--- config.mk ---
export PLATFORM = sky130hd
export DESIGN_NAME = pal_feedback_array
export DESIGN_NICKNAME = d
export VERILOG_FILES = /design/src/rtl/pal_fb_pkg.sv /design/src/rtl/pal_fuse_bank.sv /design/src/rtl/pal_term.sv /design/src/rtl/pal_section.sv /design/src/rtl/pal_feedback_array.sv
export SDC_FILE = /design/constraint.sdc
export NUM_CORES = 1
export LEC_CHECK = 0
export ABC_AREA = 1
export BUFFER_PORTS_ARGS = -buffer_cell sky130_fd_sc_hd__clkbuf_2
export CORE_MARGIN = 2
export CORE_UTILIZATION = 40
export CTS_BUF_LIST = sky130_fd_sc_hd__clkbuf_4 sky130_fd_sc_hd__clkbuf_8
export CTS_CLUSTER_DIAMETER = 120
export DETAILED_ROUTE_END_ITERATION = 6
export HOLD_SLACK_MARGIN = 0.02
export PLACE_DENSITY = 0.56
export SLEW_MARGIN = 20
export SYNTH_ARGS = -nofsm -noshare
export SYNTH_HDL_FRONTEND = slang
export SYNTH_SLANG_ARGS = --single-unit
--- constraint.sdc ---
create_clock -name clk -period 2.6 [get_ports clk]
set_clock_uncertainty 0.15 [all_clocks]
set_input_delay 0 -clock clk [delete_from_list [all_inputs] [get_ports clk]]
set_output_delay 0 -clock clk [all_outputs]
set_load 0.05 [all_outputs]
--- src/rtl/pal_fb_pkg.sv ---
package pal_fb_pkg;

  // Literals a section may connect: primary inputs plus feedback of lower sections.
  function automatic logic [63:0] allow_mask(int nin, int k);
    logic [63:0] m;
    m = '0;
    for (int i = 0; i < 64; i++) begin
      if (i < nin + k) m[i] = 1'b1;
    end
    return m;
  endfunction

endpackage

--- src/rtl/pal_fuse_bank.sv ---
module pal_fuse_bank #(
  parameter int NSEC = 4,
  parameter int NPT  = 3,
  parameter int FW   = 16,
  parameter int SECW = 2,
  parameter int PTW  = 2
) (
  input  logic                     clk,
  input  logic                     rst,
  input  logic                     we,
  input  logic [SECW-1:0]          sec,
  input  logic [PTW-1:0]           pt,
  input  logic [FW-1:0]            data,
  output logic [NSEC*NPT*FW-1:0]   fuse_flat
);
  localparam int NW = NSEC * NPT;
  localparam int IW = (NW > 1) ? $clog2(NW) : 1;

  logic [FW-1:0] mem [NW];
  logic          wr_ok;
  logic [IW-1:0] wr_idx;

  always_comb begin
    wr_ok  = we && (int'(sec) < NSEC) && (int'(pt) < NPT);
    wr_idx = IW'(int'(sec) * NPT + int'(pt));
  end

  always_ff @(posedge clk) begin
    if (rst) begin
      for (int i = 0; i < NW; i++) mem[i] <= '0;
    end else if (wr_ok) begin
      mem[wr_idx] <= data;
    end
  end

  for (genvar i = 0; i < NW; i++) begin : g_out
    assign fuse_flat[i*FW +: FW] = mem[i];
  end

endmodule

--- src/rtl/pal_term.sv ---
module pal_term #(
  parameter int NLIT = 8
) (
  input  logic [NLIT-1:0]   lits,
  input  logic [2*NLIT-1:0] fuse,
  input  logic [NLIT-1:0]   allow,
  output logic              term
);
  logic [NLIT-1:0] eff_t, eff_c;
  logic            used, hit;

  always_comb begin
    eff_t = fuse[NLIT-1:0] & allow;
    eff_c = fuse[2*NLIT-1:NLIT] & allow;
    used  = |(eff_t | eff_c);
    hit   = &((~eff_t | lits) & (~eff_c | ~lits));
    term  = used & hit;
  end

endmodule

--- src/rtl/pal_section.sv ---
module pal_section #(
  parameter int NLIT = 8,
  parameter int NPT  = 3,
  parameter int N_IN = 4,
  parameter int K    = 0
) (
  input  logic [NLIT-1:0]       lits,
  input  logic [NPT*2*NLIT-1:0] fuses,
  output logic                  sum
);
  localparam int FW = 2 * NLIT;
  localparam logic [63:0]     FULL  = pal_fb_pkg::allow_mask(N_IN, K);
  localparam logic [NLIT-1:0] ALLOW = FULL[NLIT-1:0];

  logic [NPT-1:0] terms;

  for (genvar p = 0; p < NPT; p++) begin : g_pt
    pal_term #(.NLIT(NLIT)) u_term (
      .lits  (lits),
      .fuse  (fuses[p*FW +: FW]),
      .allow (ALLOW),
      .term  (terms[p])
    );
  end

  assign sum = |terms;

endmodule

--- src/rtl/pal_feedback_array.sv ---
module pal_feedback_array #(
  parameter int N_IN  = 4,
  parameter int N_OUT = 4,
  parameter int N_PT  = 3,
  localparam int NLIT = N_IN + N_OUT,
  localparam int FW   = 2 * NLIT,
  localparam int SECW = (N_OUT > 1) ? $clog2(N_OUT) : 1,
  localparam int PTW  = (N_PT > 1) ? $clog2(N_PT) : 1
) (
  input  logic             clk,
  input  logic             rst,
  input  logic [N_IN-1:0]  pin,
  input  logic             cfg_we,
  input  logic [SECW-1:0]  cfg_sec,
  input  logic [PTW-1:0]   cfg_pt,
  input  logic [FW-1:0]    cfg_data,
  output logic [N_OUT-1:0] q_out
);
  localparam int SFW = N_PT * FW;

  logic [N_OUT*SFW-1:0] fuse_flat;
  logic [N_OUT-1:0]     comb_q;

  pal_fuse_bank #(
    .NSEC(N_OUT), .NPT(N_PT), .FW(FW), .SECW(SECW), .PTW(PTW)
  ) u_bank (
    .clk       (clk),
    .rst       (rst),
    .we        (cfg_we),
    .sec       (cfg_sec),
    .pt        (cfg_pt),
    .data      (cfg_data),
    .fuse_flat (fuse_flat)
  );

  // Literal chain: each stage adds its own output for the stages above it.
  for (genvar k = 0; k < N_OUT; k++) begin : g_sec
    logic [NLIT-1:0] lit_in, lit_out;
    logic            sum;

    if (k == 0) begin : g_first
      assign lit_in = {{N_OUT{1'b0}}, pin};
    end else begin : g_next
      assign lit_in = g_sec[k-1].lit_out;
    end

    pal_section #(.NLIT(NLIT), .NPT(N_PT), .N_IN(N_IN), .K(k)) u_sec (
      .lits  (lit_in),
      .fuses (fuse_flat[k*SFW +: SFW]),
      .sum   (sum)
    );

    always_comb begin
      lit_out = lit_in;
      lit_out[N_IN+k] = sum;
    end

    assign comb_q[k] = sum;
  end

  always_ff @(posedge clk) begin
    if (rst) q_out <= '0;
    else     q_out <= comb_q;
  end

endmodule

==> out/results.txt, run 1 <==
Run status -> finished, final reports clean
1st-iter DRT viols -> 368
Min Tclk post-route -> 2.41 ns
Yosys reg bits -> 136
Via Count -> 4657
HP Class -> in2reg
CTS Buffer Depth -> 2
Flop pwr share -> 53.6%
Die Ht -> 131 um
GRT Util Overall -> 20.7%
Sw Pwr -> 0.00121 W
Antenna violations before repair -> 0
Fin nets -> 724
Core area -> 15800 um^2
Fin cells -> 922
Met1 Use GR -> 26.5%
Ys flop type -> edfxtp_1
Initial Utilization -> 40.7%
MaxCap Viol Count -> 0
Critical path endpoint category -> register
Max Slew Vio Count -> 0
Yosys cell types -> 37
Hold-critical path depth -> 3
Worst-margin pin slew -> 0.743 ns
CTS H-Tree Depth -> 4
Final core occ -> 47.6%
RSZ-0062 raised after global routing -> no
Leak pwr -> 3.02 nW
Global route hottest layer -> met2
Vias in the first global route -> 4495
Met2 Usage GRT -> 34.3%
Die ar. -> 17100 um^2
Total grt overflow -> 0
Critical path class -> reg2reg
CP Max Fanout -> 10
# setup viols final -> 0
CTS tree -> done
Pin count of the biggest net entering global routing -> 17
Final ANT Viol Nets -> 0
Buffers on Ports -> 28
Startpoint Class -> register
Setup ws final -> 0.195 ns
Post-synth ARST share -> 0%
Setup bufs post-CTS -> 0
Crit share post-route -> 92.5%
Avg Cell Area, Syn -> 10.2 um^2
Yosys Warn Count -> 0
R2R cell count -> 13
Post-Syn Instances -> 630
Combinational fraction of design power -> 10.9%
WL final -> 16400 um
Simple-gate portion of the synthesized area -> 28.2%
Clock slew at reported path FFs -> 0.07 ns
Fmax -> 416 MHz
Synthesized area -> 6450 um^2
Antenna diode instance count -> 0
TNS Setup -> 0 ns
Clock share of power -> 35.5%
Hold WS -> 0.0506 ns
Clock sink total -> 136
Vias per Instance -> 5.05
Largest family of logic cells by synthesized area -> simple AND/OR/NAND/NOR gates
# rows -> 46
Die width -> 131 um
Place WS -> 0.0237 ns
Seq/Total Area, Yosys -> 62.7%
P&R area growth vs syn -> 16.8%
# DRC -> 0
Switching share of power -> 24.7%
Final hold viol count -> 0
Mux cell area share after synthesis -> 1.71%
Max-slew headroom -> 50.4%
XOR/XNOR Fraction of Synth Area -> 0%
Worst VDD drop -> 0.000315 V
Syn Nets -> 661
Required @ worst endpoint -> 2.80 ns
TritonCTS buffer count -> 17
Gp weighted congestion -> 0.819
Dpl cells -> 883
Proportion of layout cells with a drive suffix above 1 -> 18.3%
First-pass GRT wire length -> 25200 um
PwrDens -> 649 nW/um^2
CTS Root Cell -> clkbuf_8
Drt first pass iters -> 5
Worst Path Arrival -> 2.61 ns
DP Wirelength -> 10800 um
Number of top-level pins -> 31
Adder-Cell Fraction of Synth Area -> 1.01%
Clock Latency Late Sink -> 0.45 ns
DR WL/cell -> 17.8 um
Met3 Resource Use GR -> 4.40%
Post-synthesis compound-gate area fraction -> 1.71%
Internal power -> 0.00368 W
Number of synthesized flops with an enable pin -> 132
cell type report:
cell class | count | area [um^2]
tap | 216 | 270
timing repair buffer | 67 | 538
clock inverter | 12 | 133
clock buffer | 20 | 256
multi-input combinational | 423 | 2110
fill | 1482 | 8300
inverter | 48 | 180
sequential | 136 | 4040
path summary, 6_finish.rpt:
check	from	to	slack [ns]
min	cfg_data[3]	u_bank.mem[3][3]	0.05
max	u_bank.mem[3][8]	q_out[3]	0.19
min reg2reg	u_bank.mem[11][14]	q_out[3]	0.52
max reg2reg	u_bank.mem[3][8]	q_out[3]	0.19
flip-flops by register name (all words and copies together), names as in the netlist:
signal / flops
u_bank.mem: 132
q_out: 4
critical path, cell delays in order (launching register included):
cell,delay [ns]
edfxtp_1,0.38
or2_2,0.32
nor4b_2,0.30
nor2_1,0.11
nand3_2,0.15
nand3_4,0.19
nand2_2,0.11
nand3_2,0.14
nand3_2,0.15
nand2_1,0.06
nand3_1,0.08
nand3_1,0.08
nand2_1,0.06
inv_1,0.03
Yosys cell counts, types with 2 or more instances:
library cell  count  area (um^2)
a41oi_1           2         17.5
buf_6             4         45.0
clkbuf_1         18         67.6
clkinv_1          3         11.3
dfxtp_1           4         80.1
edfxtp_1        132         3960
fa_1              2         40.0
ha_1              2         25.0
inv_1            40          150
inv_2             5         18.8
mux2i_1          11          110
nand2_1         117          439
nand2_2          12         75.1
nand3_1           8         40.0
nand3_2           5         50.1
nand3_4           7          123
nand4_1          27          169
nor2_1          179          672
nor2_2            5         31.3
nor2_4            3         33.8
nor3_1            5         25.0
nor4_1           17          106
o2111ai_1         2         17.5
o21ai_0           2         10.0
o21ai_1           2         10.0
or2_0             4         25.0
or2_2             2         12.5
power by group through the flow:
stage / Sequential (W) / Clock [W] / Combinational, W
floorplan: 0.00266 / 0 / 0.000315
global placement: 0.00266 / 0 / 0.000517
detailed placement: 0.00267 / 0 / 0.000524
CTS: 0.00262 / 0.00177 / 0.000535
global route: 0.00264 / 0.00185 / 0.000582
finish: 0.00262 / 0.00174 / 0.000530
what timing repair did:
item,CTS,global route
resized for setup,0,1
hold endpoints to repair,39,0
hold buffers,7,0
setup endpoints to repair,0,1
cells by family (layout without fill, tap and decap cells):
group                    count (synthesis)  count (layout)
AO/OA/AOI/OAI                           15              15
buffers and inverters                   71             147
AND/OR/NAND/NOR                        393             393
adder cells (fa/ha/maj)                  4               4
flip-flops                             136             136
multiplexers                            11              11
cells in the final DEF, fill, tap and decap left out, types with 3 or more instances in the layout:
cell type        n
nand2_2         12
nor2_2           5
nor2_4           3
dlygate4sd3_1    7
nand3_1          8
clkbuf_4         3
clkbuf_2        28
nand3_2          5
nand3_4          7
bufinv_16        3
clkinv_2         4
edfxtp_1       132
inv_1           40
inv_2            5
buf_12           7
mux2i_1         11
nor2_1         179
nand2_1        117
nand4_1         27
buf_4           25
or2_0            4
nor3_1           5
clkinv_1         7
nor4_1          17
dfxtp_1          4
clkbuf_8        17
stage by stage:
| stage | power, W | instance area [um^2] |
|---|---|---|
| after global placement | 0.00318 | 7060 |
| after global routing | 0.00507 | 7530 |
| after CTS | 0.00492 | 7520 |
| after floorplan | 0.00297 | 6450 |
| after detailed placement | 0.00319 | 7060 |
| final | 0.00489 | 7530 |
metal layers:
layer  vias up  wire length [um]
met5         -                 0
met4         0               409
met3        25               894
met2       135              8090
met1      2242              7020
li1       2255                 -
(Power assumes the default switching activity.)
==> run 2: changes to the inputs <==
- CORE_UTILIZATION: 40 -> 35
- PLACE_DENSITY: 0.56 -> 0.5
==> run 2 against run 1 <==
  * First-iteration DRC count down 17%
  * Total power up 2.7%
  * Setup slack better by 0.064 ns
  * Combinational power up 4.3%
  * Wire length up 2.3%
  * Global-route usage down 2.9 points
  * Clock power up 6%
  * Register-to-register slack better by 0.06 ns
  * Utilization down 5.0 points
  * Sequential cell count unchanged
  * Cell count up 2.2%
  * Critical path depth up 2
  * Critical endpoint unchanged
  * Largest cell class unchanged
  * Highest routed layer unchanged
==> out/results.txt, run 2 (synthesis gave the netlist of run 1 again) <==
Run status -> finished, final reports clean
Number of top-level pins -> 31 (unchanged)
Fin nets -> 732 (+1.1%)
Biggest regs -> u_bank.mem: 132 flops, q_out: 4 flops
Sequential cell area -> 4040 um^2 (unchanged)
Buffers on Ports -> 28 (unchanged)
Clock Latency Late Sink -> 0.42 ns (-0.03 ns)
Hold-critical path depth -> 3 (unchanged)
TritonCTS buffer count -> 17 (unchanged)
Max Slew Vio Count -> 0 (unchanged)
# DRC -> 0 (unchanged)
Drt first pass iters -> 5 (unchanged)
Worst Path Arrival -> 2.51 ns (-0.10 ns)
Leak pwr -> 3.08 nW (+2.0%)
Die ar. -> 19500 um^2 (+14%)
1st-iter DRT viols -> 307 (-17%)
Antenna diode instance count -> 0 (unchanged)
Proportion of layout cells with a drive suffix above 1 -> 19.2% (+0.94 points)
Setup ws final -> 0.259 ns (+0.0642 ns)
R2R cell count -> 15 (+2)
Final ANT Viol Nets -> 0 (unchanged)
PwrDens -> 655 nW/um^2 (+0.93%)
Clock sink total -> 136 (unchanged)
Final hold viol count -> 0 (unchanged)
TNS Setup -> 0 ns (unchanged)
R2r endpoint -> q_out[3]
Min Tclk post-route -> 2.34 ns (-0.0642 ns)
Largest Register -> u_bank.mem
Place WS -> 0.0891 ns (+0.0654 ns)
CP Max Fanout -> 8 (-2)
Vias in the first global route -> 4496 (+0.022%)
Setup bufs post-CTS -> 0 (unchanged)
Hold Path Origin -> cfg_data[10]
CTS tree -> done
Commonest non-fill, non-tap cell in the layout -> nor2_1
WL final -> 16800 um (+2.3%)
DP Wirelength -> 11500 um (+6.3%)
RSZ-0062 raised after global routing -> no
First-pass GRT wire length -> 25700 um (+2.0%)
Pin count of the biggest net entering global routing -> 17 (unchanged)
Total grt overflow -> 0 (unchanged)
MaxCap Viol Count -> 0 (unchanged)
Max reg flops -> 132 (unchanged)
Worst VDD drop -> 0.000288 V (-8.5%)
Die Ht -> 140 um (+6.7%)
Final Total Pwr -> 0.00502 W (+2.7%)
Hold Path End -> u_bank.mem[4][10]
DR WL/cell -> 17.8 um (about the same)
Footprint of the multi-input gates -> 2100 um^2 (-0.30%)
Via Count -> 4669 (+0.26%)
Antenna violations before repair -> 0 (unchanged)
Worst reg2reg path startpoint -> u_bank.mem[1][9]
Clock slew at reported path FFs -> 0.08 ns (about the same)
Max-slew headroom -> 47.2% (-3.2 points)
HP Class -> in2reg
Most frequent cells in the layout -> nor2_1 (179), edfxtp_1 (132), nand2_1 (117)
Core area -> 18000 um^2 (+14%)
GRT Util Overall -> 17.8% (-2.9 points)
Crit share post-route -> 90.0% (-2.5 points)
Gp weighted congestion -> 0.822 (+0.32%)
Startpoint Class -> register
CTS Buffer Depth -> 2 (unchanged)
Fill cells -> 1751 (+18%)
CTS Root Cell -> clkbuf_8
P&R area growth vs syn -> 18.9%
FF-to-FF setup slack -> 0.26 ns (+0.06 ns)
Die width -> 140 um (+6.7%)
Critical path class -> reg2reg
Initial Utilization -> 35.8% (-5.0 points)
Worst-margin pin slew -> 0.791 ns (+0.0472 ns)
# setup viols final -> 0 (unchanged)
Fmax -> 427 MHz (+2.7%)
# rows -> 49 (+6.5%)
Vias per Instance -> 4.96 (-1.9%)
CTS H-Tree Depth -> 4 (unchanged)
Critical path endpoint category -> register
Required @ worst endpoint -> 2.77 ns (-0.03 ns)
==> run 2: report_power, final <==
part | leakage, nW | switching, W | internal [W]
Combinational | 1.58 | 0.000361 | 0.000192
Sequential | 1.29 | 0.0000732 | 0.00255
Clock | 0.208 | 0.000774 | 0.00107
Total | 3.08 | 0.00121 | 0.00381
==> run 2: per-layer routing <==
metal	track usage, %	vias up	part of all wire (%)
met1	22.4	2266	41
met2	31.6	113	53
met5	0	-	0
li1	-	2268	-
met3	2.68	22	4.7
met4	5.74	0	1.8
==> run 2: worst max path at each step <==
| stage | start | end | slack, ns | depth (start not counted) |
|---|---|---|---|---|
| after global placement | cfg_sec[0] | u_bank.mem[10][2] | 0.1 | 11 |
| after global routing | u_bank.mem[0][10] | q_out[3] | 0.07 | 15 |
| after floorplan | cfg_sec[0] | u_bank.mem[10][0] | -0.08 | 9 |
| after CTS | u_bank.mem[1][9] | q_out[3] | 0.25 | 15 |
| final | u_bank.mem[1][9] | q_out[3] | 0.26 | 15 |
| after detailed placement | cfg_sec[0] | u_bank.mem[0][1] | 0.09 | 10 |
==> run 2: timing repair <==
item	4_1_cts	5_1_grt
hold endpoints to repair	37	0
gates resized for setup	0	0
endpoints found under the setup margin	0	0
hold buffers	7	0
==> run 2: final cells by class <==
class / instances / area share (%)
clock buffer: 21 / 3.44
clock inverter: 10 / 1.99
tap: 229 / 3.74
inverter: 48 / 2.35
timing repair buffer: 75 / 8.29
sequential: 136 / 52.8
multi-input combinational: 423 / 27.4
==> run 2: critical path, cell delays in order, from the launching register on <==
cell and delay, ns:
edfxtp_1 0.40, nand2_1 0.10, nand2_2 0.07, nor2_4 0.12
nand3_4 0.13, nand3_4 0.19, buf_4 0.19, inv_2 0.08
a21oi_1 0.20, nand3_2 0.15, nand3_2 0.14, nand2_1 0.06
nand3_1 0.08, nand3_1 0.07, nand2_1 0.06, inv_1 0.03
==> run 2: through the flow <==
| stage | hold WS (ns) | instance area, um^2 | cells | utilization (%) |
|---|---|---|---|---|
| 2_1_floorplan | 0.0639 | 6450 | 630 | - |
| 3_3_place_gp | 0.204 | 7180 | 904 | 39.8 |
| 3_5_place_dp | 0.212 | 7180 | 904 | 39.8 |
| 4_1_cts | 0.0681 | 7660 | 942 | 42.5 |
| 5_1_grt | 0.0711 | 7660 | 942 | 42.5 |
| 6_report | 0.0863 | 7660 | 942 | 42.5 |
==> run 3: changes to the inputs <==
- CAP_MARGIN: unset -> 10
- SYNTH_HIERARCHICAL: unset -> 1
==> run 3 against run 2 <==
  * The flow now finishes with violations (negative setup slack)
  * Sequential power grew 42%
  * Combinational power grew 93%
  * Sequential cell count grew 60
  * Register-to-register slack lost 1.0 ns
  * Cell count grew 120%
  * Wire length grew 62%
  * Critical path depth grew 19
  * Via count grew 79%
  * Clock-buffer cell count shrank 4
  * Die area grew 61%
  * Synthesized area grew 63%
  * Global-route usage grew 0.72 points
  * Largest cell class unchanged
==> out/results.txt, run 3 <==
Run status -> finished, violations left
Failing checks -> negative setup slack
Most common cell on crit path -> nand2_1
Fmax -> 298 MHz (-30%)
Setup ws final -> -0.758 ns (-1.02 ns)
Sequential cell area -> 5850 um^2 (+45%)
# rows -> 63 (+29%)
Top post-synthesis cells by count -> nand2_1 (579), nor2_1 (356), edfxtp_1 (192)
Critical path class -> reg2reg
Worst-margin pin slew -> 0.928 ns (+0.138 ns)
Yosys cell types -> 16 (-57%)
Antenna diode instance count -> 0 (unchanged)
HP Class -> in2reg
Die ar. -> 31400 um^2 (+61%)
MaxCap Viol Count -> 0 (unchanged)
Yosys Warn Count -> 6 (+6)
Startpoint Class -> register
WL final -> 27100 um (+62%)
Core area -> 29600 um^2 (+64%)
Vias in the first global route -> 7688 (+71%)
Clock Latency Late Sink -> 0.48 ns (+0.06 ns)
Most frequent cells in the layout -> nand2_1 (563), nor2_1 (347), conb_1 (276)
Seq/Total Area, Yosys -> 55.6% (-7.1 points)
Max reg flops -> 192 (+45%)
Clock slew at reported path FFs -> 0.11 ns (+0.03 ns)
Pin count of the biggest net entering global routing -> 20 (+3)
Via Count -> 8363 (+79%)
Yosys reg bits -> 196 (+44%)
Biggest regs -> u_bank/mem: 192 flops, q_out: 4 flops
Max Slew Vio Count -> 0 (unchanged)
Fill cells -> 3053 (+74%)
Critical path endpoint category -> register
Largest Register -> u_bank/mem
1st-iter DRT viols -> 489 (+59%)
Most numerous cell in the Yosys netlist -> nand2_1
Clock sink total -> 196 (+44%)
TNS Setup -> -1.43 ns (-1.43 ns)
Ys flop type -> edfxtp_1
Die width -> 177 um (+27%)
Die Ht -> 177 um (+27%)
Leading post-synthesis cells by cell area -> edfxtp_1 (55%), nand2_1 (21%), nor2_1 (13%)
Antenna violations before repair -> 0 (unchanged)
Leak pwr -> 6.64 nW (+120%)
First-pass GRT wire length -> 42400 um (+65%)
Buffers on Ports -> 30 (+7.1%)
Fin nets -> 1735 (+140%)
P&R area growth vs syn -> 24.4%
Gp weighted congestion -> 0.781 (-4.9%)
DP Wirelength -> 17700 um (+53%)
Proportion of layout cells with a drive suffix above 1 -> 10.1% (-9.1 points)
# setup viols final -> 2 (+2)
Dpl cells -> 2067 (+130%)
Worst VDD drop -> 0.000280 V (-2.8%)
Required @ worst endpoint -> 2.83 ns (+0.06 ns)
Synthesized area -> 10500 um^2 (+63%)
TritonCTS buffer count -> 17 (unchanged)
Max-slew headroom -> 38.1% (-9.2 points)
Post-Syn Instances -> 1362 (+120%)
Commonest non-fill, non-tap cell in the layout -> nand2_1
CTS H-Tree Depth -> 4 (unchanged)
Final hold viol count -> 0 (unchanged)
DR WL/cell -> 12.9 um (-28%)
Number of synthesized flops with an enable pin -> 192 (+45%)
GRT Util Overall -> 18.5% (+0.72 points)
Vias per Instance -> 3.97 (-20%)
Crit path largest cell delay -> 0.38 ns (-0.02 ns)
Total grt overflow -> 0 (unchanged)
Footprint of the multi-input gates -> 5080 um^2 (+140%)
CTS tree -> done
Final ANT Viol Nets -> 0 (unchanged)
Post-synth ARST share -> 0% (unchanged)
PwrDens -> 531 nW/um^2 (-19%)
CP Max Fanout -> 7 (-1)
Min Tclk post-route -> 3.36 ns (+1.02 ns)
Number of top-level pins -> 31 (unchanged)
Drt first pass iters -> 5 (unchanged)
# DRC -> 0 (unchanged)
Critical path's slowest cell -> edfxtp_1
Initial Utilization -> 35.5% (-0.30 points)
Synth top area share -> 54.9% (-6.6 points)
Fin cells -> 2107 (+120%)
Worst Path Arrival -> 3.59 ns (+1.08 ns)
CTS Buffer Depth -> 2 (unchanged)
Crit share post-route -> 129% (+39 points)
Synth area leader -> edfxtp_1
RSZ-0062 raised after global routing -> yes
Avg Cell Area, Syn -> 7.72 um^2 (-25%)
CTS Root Cell -> clkbuf_8
==> run 3: cell count changes after synthesis, sizes merged, moves of 17 or more <==
cell	delta
nor4	-17
nand2	+460
o21ai	+20
nor2	+182
inv	+84
edfxtp	+60
nand4	-27
==> run 3: power by group <==
part	leakage, nW	total [W]	internal [W]	switching (W)
logic	4.57	0.00107	0.000356	0.000714
registers	1.86	0.00372	0.00367	0.0000572
clock network	0.205	0.00215	0.000904	0.00124
total	6.64	0.00694	0.00493	0.00201
==> run 3: critical path, delay by kind of cell (launching register included) <==
family / cells / cell delay (ns)
and+or+nand+nor: 24 / 1.87
buffers and inverters: 10 / 0.86
DFF: 1 / 0.38
==> run 3: cell type report <==
cell class	count	share of cell area [%]
Sequential cell	196	44.7
Multi-Input combinational cell	1274	38.8
Timing Repair Buffer	86	5.83
Tap cell	390	3.73
Inverter	129	3.70
Clock buffer	17	1.79
Clock inverter	15	1.42
==> run 3: worst paths after layout <==
| path | startpoint | end | slack (ns) | cells after the start |
|---|---|---|---|---|
| max reg2reg | u_bank/mem[0][11] | q_out[2] | -0.76 | 34 |
| min reg2reg | u_bank/mem[10][5] | q_out[3] | 0.74 | 10 |
| min | cfg_data[0] | u_bank/mem[4][0] | 0.07 | 3 |
| max | u_bank/mem[0][11] | q_out[2] | -0.76 | 34 |
==> run 3: cell families after synthesis <==
logic type	count (synthesis)	synth area share [%]
AO/OA/AOI/OAI	24	1.14
AND/OR/NAND/NOR	970	35.8
other	9	0.321
buffers and inverters	159	6.49
adder cells (fa/ha/maj)	4	0.619
flip-flops	196	55.6
==> run 3: layer usage <==
layer  vias to the layer above  track usage, %  wire [um]
met5                         -               0          0
met4                         0            5.19        425
met3                        22            2.78        850
met2                       117            31.7      13100
met1                      3642            24.5      12800
li1                       4582               -          -
==> run 3: timing repair <==
item / in CTS / in global routing
pin swaps: 12 / 4
hold endpoints to repair: 40 / 0
gates cloned: 0 / 0
gates resized for setup: 21 / 6
endpoints found under the setup margin: 2 / 2
hold buffers: 4 / 0
buffers inserted: 5 / 1
==> run 3: stage by stage <==
step                cell area [um^2]  hold slack [ns]  power, W  setup WS [ns]  utilization [%]
floorplan                      11600          -0.0788   0.00446         -0.326                -
global placement               12500            0.104   0.00481         -0.877             42.2
detailed placement             12500            0.106   0.00482         -0.913             42.2
CTS                            13100           0.0689   0.00700         -0.727             44.0
global route                   13100           0.0574   0.00731          -1.11             44.1
finish                         13100           0.0745   0.00694         -0.758             44.1
